### config.mk
export PLATFORM = sky130hd
export DESIGN_NAME = sscfg_master
export DESIGN_NICKNAME = d
export VERILOG_FILES = /design/src/rtl/sscfg_pkg.sv /design/src/rtl/sscfg_sync.sv /design/src/rtl/sscfg_timer.sv /design/src/rtl/sscfg_shreg.sv /design/src/rtl/sscfg_master.sv
export SDC_FILE = /design/constraint.sdc
export NUM_CORES = 1
export LEC_CHECK = 0
export BUFFER_PORTS_ARGS = -buffer_cell sky130_fd_sc_hd__buf_2
export CAP_MARGIN = 20
export CORE_MARGIN = 10
export CORE_UTILIZATION = 35
export CTS_CLUSTER_DIAMETER = 40
export DETAILED_ROUTE_END_ITERATION = 8
export MAX_ROUTING_LAYER = met4
export PLACE_DENSITY_LB_ADDON = 0.1
export SYNTH_ARGS = -nofsm -noshare
export SYNTH_HDL_FRONTEND = slang
export SYNTH_SLANG_ARGS = --single-unit
### constraint.sdc
create_clock -name clk -period 2.2 [get_ports clk]
set_input_delay 0.11 -clock clk [delete_from_list [all_inputs] [get_ports clk]]
set_output_delay 0.11 -clock clk [all_outputs]
set_load 0.02 [all_outputs]
### src/rtl/sscfg_pkg.sv
package sscfg_pkg;

    typedef enum logic [2:0] {
        ST_IDLE,
        ST_PROG,
        ST_WAIT_INIT,
        ST_FETCH,
        ST_BIT_LO,
        ST_BIT_HI,
        ST_TRAIL_LO,
        ST_TRAIL_HI
    } cfg_state_t;

endpackage

### src/rtl/sscfg_sync.sv
module sscfg_sync #(
    parameter int WIDTH = 2
) (
    input  logic             clk,
    input  logic             rst_n,
    input  logic [WIDTH-1:0] async_i,
    output logic [WIDTH-1:0] sync_o
);

    for (genvar g = 0; g < WIDTH; g++) begin : g_bit
        logic meta_q;
        logic stab_q;
        always_ff @(posedge clk or negedge rst_n) begin
            if (!rst_n) begin
                meta_q <= 1'b0;
                stab_q <= 1'b0;
            end else begin
                meta_q <= async_i[g];
                stab_q <= meta_q;
            end
        end
        assign sync_o[g] = stab_q;
    end

endmodule

### src/rtl/sscfg_timer.sv
module sscfg_timer #(
    parameter int W = 8
) (
    input  logic         clk,
    input  logic         rst_n,
    input  logic         load_i,
    input  logic [W-1:0] val_i,
    output logic         zero_o
);

    logic [W-1:0] cnt_q;

    always_ff @(posedge clk or negedge rst_n) begin
        if (!rst_n) begin
            cnt_q <= '0;
        end else if (load_i) begin
            cnt_q <= val_i;
        end else if (cnt_q != '0) begin
            cnt_q <= cnt_q - 1'b1;
        end
    end

    assign zero_o = (cnt_q == '0);

endmodule

### src/rtl/sscfg_shreg.sv
module sscfg_shreg #(
    parameter int DATA_W = 8
) (
    input  logic              clk,
    input  logic              rst_n,
    input  logic              load_i,
    input  logic              shift_i,
    input  logic [DATA_W-1:0] data_i,
    output logic              msb_o,
    output logic              last_o
);

    localparam int IW = (DATA_W > 1) ? $clog2(DATA_W) : 1;

    logic [DATA_W-1:0] sh_q;
    logic [IW-1:0]     idx_q;

    always_ff @(posedge clk or negedge rst_n) begin
        if (!rst_n) begin
            sh_q  <= '0;
            idx_q <= '0;
        end else if (load_i) begin
            sh_q  <= data_i;
            idx_q <= '0;
        end else if (shift_i) begin
            sh_q  <= {sh_q[DATA_W-2:0], 1'b0};
            idx_q <= idx_q + 1'b1;
        end
    end

    assign msb_o  = sh_q[DATA_W-1];
    assign last_o = (idx_q == IW'(DATA_W - 1));

    AST_LOAD_SHIFT_EXCL: assert property (@(posedge clk) disable iff (!rst_n)
        !(load_i && shift_i));

endmodule

### src/rtl/sscfg_master.sv
module sscfg_master
    import sscfg_pkg::*;
#(
    parameter int DATA_W     = 8,
    parameter int LEN_W      = 24,
    parameter int PROG_HOLD  = 1200,
    parameter int HALF_PER   = 3,
    parameter int POLL_LIMIT = 100000,
    parameter int DONE_LIMIT = 100000
) (
    input  logic              clk,
    input  logic              rst_n,
    input  logic              start_i,
    input  logic [LEN_W-1:0]  len_i,
    input  logic [DATA_W-1:0] byte_data_i,
    input  logic              byte_valid_i,
    input  logic              byte_err_i,
    output logic              byte_ready_o,
    output logic              prog_n_o,
    output logic              cclk_o,
    output logic              din_o,
    input  logic              init_i,
    input  logic              done_i,
    output logic              busy_o,
    output logic              ok_o,
    output logic              err_init_o,
    output logic              err_done_o
);

    localparam int TMAX = (PROG_HOLD > HALF_PER) ? PROG_HOLD : HALF_PER;
    localparam int TW   = $clog2(TMAX + 1);
    localparam int PW   = $clog2(POLL_LIMIT + 1);
    localparam int DW   = $clog2(DONE_LIMIT + 1);
    localparam logic [TW-1:0] HOLD_LD = TW'(PROG_HOLD - 1);
    localparam logic [TW-1:0] HALF_LD = TW'(HALF_PER - 1);

    cfg_state_t state_q, state_d;

    logic             init_s, done_s;
    logic             tmr_load, tmr_zero;
    logic [TW-1:0]    tmr_val;
    logic             sh_load, sh_shift, sh_msb, sh_last;
    logic [LEN_W-1:0] left_q;
    logic             len_load, left_dec;
    logic [PW-1:0]    poll_q;
    logic             poll_clr, poll_inc;
    logic [DW-1:0]    pulse_q;
    logic             pulse_clr, pulse_inc;
    logic             clr_flags, set_ok, set_ei, set_ed;

    sscfg_sync #(.WIDTH(2)) u_sync (
        .clk     (clk),
        .rst_n   (rst_n),
        .async_i ({done_i, init_i}),
        .sync_o  ({done_s, init_s})
    );

    sscfg_timer #(.W(TW)) u_timer (
        .clk    (clk),
        .rst_n  (rst_n),
        .load_i (tmr_load),
        .val_i  (tmr_val),
        .zero_o (tmr_zero)
    );

    sscfg_shreg #(.DATA_W(DATA_W)) u_shreg (
        .clk     (clk),
        .rst_n   (rst_n),
        .load_i  (sh_load),
        .shift_i (sh_shift),
        .data_i  (byte_data_i),
        .msb_o   (sh_msb),
        .last_o  (sh_last)
    );

    // state register and counters
    always_ff @(posedge clk or negedge rst_n) begin
        if (!rst_n) begin
            state_q    <= ST_IDLE;
            left_q     <= '0;
            poll_q     <= '0;
            pulse_q    <= '0;
            ok_o       <= 1'b0;
            err_init_o <= 1'b0;
            err_done_o <= 1'b0;
        end else begin
            state_q <= state_d;
            if (len_load)      left_q <= len_i;
            else if (left_dec) left_q <= left_q - 1'b1;
            if (poll_clr)      poll_q <= '0;
            else if (poll_inc) poll_q <= poll_q + 1'b1;
            if (pulse_clr)      pulse_q <= '0;
            else if (pulse_inc) pulse_q <= pulse_q + 1'b1;
            if (clr_flags) begin
                ok_o       <= 1'b0;
                err_init_o <= 1'b0;
                err_done_o <= 1'b0;
            end else begin
                if (set_ok) ok_o       <= 1'b1;
                if (set_ei) err_init_o <= 1'b1;
                if (set_ed) err_done_o <= 1'b1;
            end
        end
    end

    // next state and control strobes
    always_comb begin
        state_d   = state_q;
        tmr_load  = 1'b0;
        tmr_val   = HALF_LD;
        sh_load   = 1'b0;
        sh_shift  = 1'b0;
        len_load  = 1'b0;
        left_dec  = 1'b0;
        poll_clr  = 1'b0;
        poll_inc  = 1'b0;
        pulse_clr = 1'b0;
        pulse_inc = 1'b0;
        clr_flags = 1'b0;
        set_ok    = 1'b0;
        set_ei    = 1'b0;
        set_ed    = 1'b0;
        unique case (state_q)
            ST_IDLE: begin
                if (start_i) begin
                    state_d   = ST_PROG;
                    tmr_load  = 1'b1;
                    tmr_val   = HOLD_LD;
                    len_load  = 1'b1;
                    clr_flags = 1'b1;
                end
            end
            ST_PROG: begin
                if (tmr_zero) begin
                    state_d  = ST_WAIT_INIT;
                    poll_clr = 1'b1;
                end
            end
            ST_WAIT_INIT: begin
                if (init_s) begin
                    if (left_q == '0) begin
                        state_d   = ST_TRAIL_LO;
                        tmr_load  = 1'b1;
                        pulse_clr = 1'b1;
                    end else begin
                        state_d = ST_FETCH;
                    end
                end else if (poll_q == PW'(POLL_LIMIT - 1)) begin
                    state_d = ST_IDLE;
                    set_ei  = 1'b1;
                end else begin
                    poll_inc = 1'b1;
                end
            end
            ST_FETCH: begin
                if (byte_err_i) begin
                    state_d   = ST_TRAIL_LO;
                    tmr_load  = 1'b1;
                    pulse_clr = 1'b1;
                end else if (byte_valid_i) begin
                    state_d  = ST_BIT_LO;
                    tmr_load = 1'b1;
                    sh_load  = 1'b1;
                    left_dec = 1'b1;
                end
            end
            ST_BIT_LO: begin
                if (tmr_zero) begin
                    state_d  = ST_BIT_HI;
                    tmr_load = 1'b1;
                end
            end
            ST_BIT_HI: begin
                if (tmr_zero) begin
                    if (!sh_last) begin
                        state_d  = ST_BIT_LO;
                        tmr_load = 1'b1;
                        sh_shift = 1'b1;
                    end else if (left_q == '0) begin
                        state_d   = ST_TRAIL_LO;
                        tmr_load  = 1'b1;
                        pulse_clr = 1'b1;
                    end else begin
                        state_d = ST_FETCH;
                    end
                end
            end
            ST_TRAIL_LO: begin
                if (tmr_zero) begin
                    if (done_s) begin
                        state_d = ST_IDLE;
                        set_ok  = 1'b1;
                    end else if (pulse_q == DW'(DONE_LIMIT)) begin
                        state_d = ST_IDLE;
                        set_ed  = 1'b1;
                    end else begin
                        state_d  = ST_TRAIL_HI;
                        tmr_load = 1'b1;
                    end
                end
            end
            ST_TRAIL_HI: begin
                if (tmr_zero) begin
                    state_d   = ST_TRAIL_LO;
                    tmr_load  = 1'b1;
                    pulse_inc = 1'b1;
                end
            end
            default: state_d = ST_IDLE;
        endcase
    end

    // pin outputs
    always_comb begin
        prog_n_o     = 1'b1;
        cclk_o       = 1'b0;
        din_o        = 1'b0;
        byte_ready_o = 1'b0;
        busy_o       = 1'b1;
        unique case (state_q)
            ST_IDLE:      busy_o = 1'b0;
            ST_PROG:      prog_n_o = 1'b0;
            ST_WAIT_INIT: ;
            ST_FETCH:     byte_ready_o = 1'b1;
            ST_BIT_LO:    din_o = sh_msb;
            ST_BIT_HI: begin
                din_o  = sh_msb;
                cclk_o = 1'b1;
            end
            ST_TRAIL_LO:  ;
            ST_TRAIL_HI:  cclk_o = 1'b1;
            default:      busy_o = 1'b0;
        endcase
    end

    AST_PROG_QUIET: assert property (@(posedge clk) disable iff (!rst_n)
        !prog_n_o |-> (!cclk_o && !din_o));

    AST_DIN_STABLE: assert property (@(posedge clk) disable iff (!rst_n)
        (cclk_o && $past(cclk_o)) |-> (din_o == $past(din_o)));

    AST_READY_NO_CLK: assert property (@(posedge clk) disable iff (!rst_n)
        byte_ready_o |-> (!cclk_o && busy_o));

    AST_FLAGS_EXCL: assert property (@(posedge clk) disable iff (!rst_n)
        $countones({ok_o, err_init_o, err_done_o}) <= 1);

    AST_START_IGNORED: assert property (@(posedge clk) disable iff (!rst_n)
        (busy_o && prog_n_o && start_i) |=> prog_n_o);

endmodule

== Word-level counts from Yosys, hierarchy flattened ==
Cells that the tools add are included.
Word-level totals
  register bits: 90
  bits in latches: 0
  memory bits (writable): 0
  ROM bits: 0
  input bits: 39
  output and inout port bits: 8
  word-level logic and storage cells: 130
  memories: 0
Operators by class
  $add $sub $neg: 5
  multipliers: 0
  divide/modulo/power cells: 0
  $lt $le $gt $ge: 0
  equal/unequal tests: 18
  shift operators: 0
  multiplexer cells: 77
  bitwise operators: 0
  reduce and logical (&&, ||, !) cells: 16
Operators with widths (number)
  $mux W17: 4
  $mux W24: 2
  $mux W3: 16
  $mux W1: 46
  $mux W11: 4
  $add A17 B1 Y17 const B: 2
  $eq A17 B17 Y1 const B: 2
  $logic_not A24 Y1: 1
  $pmux W3 S8: 1
  $sub A24 B1 Y24 const B: 1
  $mux W8: 2
  $reduce_bool A2 Y1: 8
  $eq A3 B3 Y1 const B: 5
  $ne A2 B2 Y1 const B: 6
  $logic_not A11 Y1: 1
  $reduce_bool A11 Y1: 1
  $sub A11 B1 Y11 const B: 1
  $reduce_and A8 Y1: 1
  $eq A3 B2 Y1 const B: 2
  $pmux W1 S6: 1
  $reduce_or A2 Y1: 3
  $add A3 B1 Y3 const B: 1
  $eq A3 B1 Y1 const B: 1
  $logic_not A3 Y1: 1
  other kinds (3): 3

== Longest topological paths before layout ==
  word-level depth: 7
  depth in mapped cells: 8
  gate-level depth less buffers: 7

== Hierarchy ==
Synthesis repeated with hierarchy kept, for this count alone.
Unflattened totals
  cell total of the unflattened synthesis: 528
  area total of the unflattened synthesis: 4907.2 um2
Modules (own cells, without submodules)
  sscfg_master: instances 1, cells an instance 408, area each 3607.2 um2, sequential area each 1601.5 um2
  sscfg_timer: instances 1, cells an instance 68, area each 674.4 um2, sequential area each 275.3 um2
  sscfg_shreg: instances 1, cells an instance 46, area each 510.5 um2, sequential area each 275.3 um2
  sscfg_sync: instances 1, cells an instance 6, area each 115.1 um2, sequential area each 100.1 um2

== Worst setup path after synthesis ==
Ideal clock, no wire load.
  kind: register -> register
  start: register poll_q[12]
  end: register state_q[0]
  library setup time: 0.125 ns
  data arrival time: 2.018 ns
  data required time: 2.075 ns
  slack: 0.057 ns
  cell stages (with the launch flop): 7
  path buffers: 1
  clock period less this slack: 2.143 ns
  cell sequence: dfrtp_1 > or4b_1 > nor4_2 > buf_4 > a21oi_4 > a211oi_2 > mux2_2
On the way
  longest elaborated chain between the ends: 3
RTL lines
  from (decl): line sscfg_master.sv:45  | logic [PW-1:0] poll_q;
  from (signal assigned): line sscfg_master.sv:91  | else if (poll_inc) poll_q <= poll_q + 1'b1;
  $eq A17 B17 Y1: line sscfg_master.sv:148  | end else if (poll_q == PW'(POLL_LIMIT - 1)) begin
  $ne A3 B2 Y1 (no line)
  $reduce_and A8 Y1 (no line)
  to (signal assigned): line sscfg_master.sv:87  | state_q <= state_d;
  to (decl): line sscfg_master.sv:37  | cfg_state_t state_q, state_d;
Every way passes these cells.
A chain may end at the register's enable or synchronous reset.

== Worst setup path in the final report ==
  start: register poll_q[13]
  end: register state_q[0]
Same word-level chain as after synthesis.

==> summary.md <==
| Metric | Value |
|---|---|
| Outcome | finished clean |
| Cell taking the most area after synthesis | dfrtp_1 |
| Sequential Power Share | 40.9% |
| Skew final | around 6.3 ps |
| # IOs | 47 |
| Core area | 0.0138 mm² |
| Clk sinks | 90 |
| Power Total | 0.00615 W |
| Req. time, crit path | 2440 ps |
| CP Buf/Inv Count | 1 |
| Largest net degree at the start of global routing | 46 |
| Worst slack, placed | 48.8 ps |
| Syn Nets | 578 |
| DR pass1 iterations | 4 |
| Number of antenna violations at the first check in global routing | 0 |
| Share of cells above drive strength 1 | a little under a quarter |
| Worst-skew pair later-pin latency | between 300 and 400 ps |
| Fin. Hold Viols | 0 |
| Initial Util | between 30% and 40% |
| Syn Inst Count | 532 |
| Cell Pwr Density | 966 mW/mm² |
| Post-DP Area | 0.00569 mm² |
| Final min period | 2130 ps |
| Clock power share | between 20% and 30% |
| Worst Path Max Fanout | 4 |
| CTS Buf Count | 9 |
| Max_cap viols | 0 |
| GRT overflow | 0 |
| Commonest cells after routing, fill and taps aside | 90 x dfrtp_1, 70 x nand2_1, 55 x buf_4, 51 x nor2_1, 45 x buf_2 |
| Sw Share | around a third |
| CTS root buf | clkbuf_16 |
| Combinational power share | approximately a third |
| Nets | 699 |
| Fin. max-slew vios | 0 |
| Max IR drop VDD | 0.488 mV |
| Most common cell after layout, fill and taps aside | dfrtp_1 |
| Yosys warnings | 0 |
| Synthesis-to-layout area growth | 29.9% |
| Pint | around 0.0040 W |
| Tot GR Track Use | 13.4% |
| Post-route design area | 0.00636 mm² |
| Worst-path clk slew | 70 ps |
| Critical Path Start Type | register |
| DR DRC count | 0 |
| First-pass GRT wire length | 21000 µm |
| FP Rows | 43 |
| Hold_ws | roughly 5.3 ps |
| Cell family with most CP delay | simple AND/OR/NAND/NOR gates |
| WS Path Type | register to register |
| Synth Register Bits | 90 |
| Critical path, cell by cell | or4_4, nor4_4, buf_4, a21oi_4, a211oi_2, mux2_4 |
| Port Buf Inserts | 46 |
| Post-synth EDFFs | 0 |
| Via-to-Cell Ratio | 5.04 |
| Setup ws final | 67.8 ps |
| Synth area leaders | dfrtp_1 46%, nand2_1 5.4%, xnor2_1 5.4% |
| Die Span X | 138 µm |
| Vias in the first global route | 4302 |
| FILL cells | 1398 |
| Asr flop ratio synth | 100% |
| Routed len/inst | between 10 and 15 µm |
| TritonCTS clock tree | done |
| Fmax | 0.469 GHz |
| Slowest stage delay, CP | 560 ps |
| WP data arrival | roughly 2400 ps |
| Slowest library cell on the worst path | or4_4 |
| Worst Max-Slew Pin Slew | between 500 and 600 ps |
| Slew margin rel. | 64.2% |
| Final Cycle Share | between 90% and 100% |
| Diodes inserted | 0 |
| Final HPWL DP | 9070 µm |
| Yosys cell types | 62 |
| Routed vias | 4227 |
| DIE AREA | 0.0191 mm² |
| Top cell type's share of synthesized area | ~46% |
| Final setup fails | 0 |
| DRT iter0 DRCs | 181 |
| Post-Route WL | 12500 µm |
| Mapped cell area | 0.00489 mm² |
| Dpl cells | 792 |
| Syn avg cell area | 9.20 µm² |
| Synth Flop Type | dfrtp_1 |
| Hold Path Class | input port to register |
| Register area share after synthesis | 46.0% |
| RSZ-0062 raised after global routing | yes |
| P_leak | 2.71 nW |
| ANT nets after route | 0 |
| Post-Layout Cell Count | 838 |
| GPL Wtd Cong | 0.831 |
| CTS Buffer Depth | 2 |
| Number of H-tree levels | 3 |
| NetSw | 0.00214 W |
| Die height | 138 µm |
| CP endpoint kind | register |
path summary, 6_finish.rpt:
path,start,to,slack (ps),cells past startpoint
hold reg to reg,u_sync.g_bit[0].meta_q,u_sync.g_bit[0].stab_q,350,0
setup reg to reg,poll_q[13],state_q[0],70,6
min in group asynchronous,rst_n,pulse_q[11],270,2
hold / removal,byte_data_i[2],u_shreg.sh_q[2],5,3
setup / recovery,poll_q[13],state_q[0],70,6
max in group asynchronous,rst_n,poll_q[8],1130,4
cells by family (layout without fill, tap and decap cells):
| group | after synthesis | after routing | share of synthesized area (%) |
|---|---|---|---|
| DFF | 90 | 90 | 46.0 |
| and+or+nand+nor | 257 | 257 | 27.7 |
| adders and majority gates | 7 | 7 | 1.79 |
| AOI/OAI and AO/OA | 96 | 96 | 12.7 |
| muxes | 5 | 5 | 1.12 |
| xor gates and xnor gates | 41 | 41 | 7.34 |
| buffers and inverters | 36 | 162 | 3.30 |
sequential cells by signal, summed over array words and instances (netlist names), 2 cells and up:
signal               flops
u_sync.g_bit.meta_q      2
poll_q                  17
u_timer.cnt_q           11
u_shreg.sh_q             8
u_shreg.idx_q            3
state_q                  3
u_sync.g_bit.stab_q      2
left_q                  24
pulse_q                 17
metrics by stage:
step	setup TNS, ps	utilization [%]
6_report	0	46.2
5_1_grt	-135	46.2
4_1_cts	0	45.5
3_5_place_dp	0	41.3
3_3_place_gp	0	41.3
2_1_floorplan	0	-
worst reg2reg max path, cell delays in order, from the launching register on:
cell,delay [ps]
dfrtp_1,400
or4_4,560
nor4_4,210
buf_4,180
a21oi_4,80
a211oi_2,260
mux2_4,320
area by class of cell:
| class | instances | area (µm²) | share of cell area (%) |
|---|---|---|---|
| Multi-Input combinational cell | 406 | 2550 | 40.1 |
| Sequential cell | 90 | 2250 | 35.4 |
| Timing Repair Buffer | 130 | 968 | 15.2 |
| Clock buffer | 9 | 225 | 3.54 |
| Tap cell | 180 | 225 | 3.54 |
| Clock inverter | 7 | 78.8 | 1.24 |
| Inverter | 16 | 60.1 | 0.945 |
repair_timing:
item,CTS,global route
endpoints found under the setup margin,0,45
resized for setup,0,19
endpoints found under the hold margin,65,0
setup buffers,0,3
hold buffers,27,0
cell usage after synthesis, types with 2 or more instances:
library cell,instances
or4_1,13
a21o_1,2
o21ai_1,4
nor4_1,11
a21oi_1,15
buf_2,3
nand3b_1,3
a211oi_1,4
or3_1,10
and3_1,7
nand4_1,9
nand2_1,70
nand2b_1,7
xor2_1,11
ha_1,7
nor3_1,24
inv_1,16
a31oi_1,10
buf_6,2
clkbuf_1,13
o211ai_1,3
dfrtp_1,90
nand3_1,23
nor2_1,51
a22oi_1,7
xnor2_1,30
and4_1,4
o31ai_1,10
buf_4,2
and4b_1,3
nor2b_1,3
nor2_4,2
and2_1,4
o21ai_0,28
mux2_2,4
power by group through the flow:
stage | logic (W) | registers, W | clock network, W
2_1_floorplan | 0.00120 | 0.00251 | 0
3_3_place_gp | 0.00191 | 0.00252 | 0
3_5_place_dp | 0.00194 | 0.00253 | 0
4_1_cts | 0.00198 | 0.00250 | 0.00164
5_1_grt | 0.00230 | 0.00259 | 0.00172
6_report | 0.00203 | 0.00251 | 0.00161
metal layers:
layer  share of wire, %  GRT usage (%)  wire [µm]
met5                  0              -          0
met4                1.5           4.83        193
met3                2.6           2.33        323
met2                 47           21.0       5900
met1                 49           17.0       6050
(Power assumes the default switching activity.)
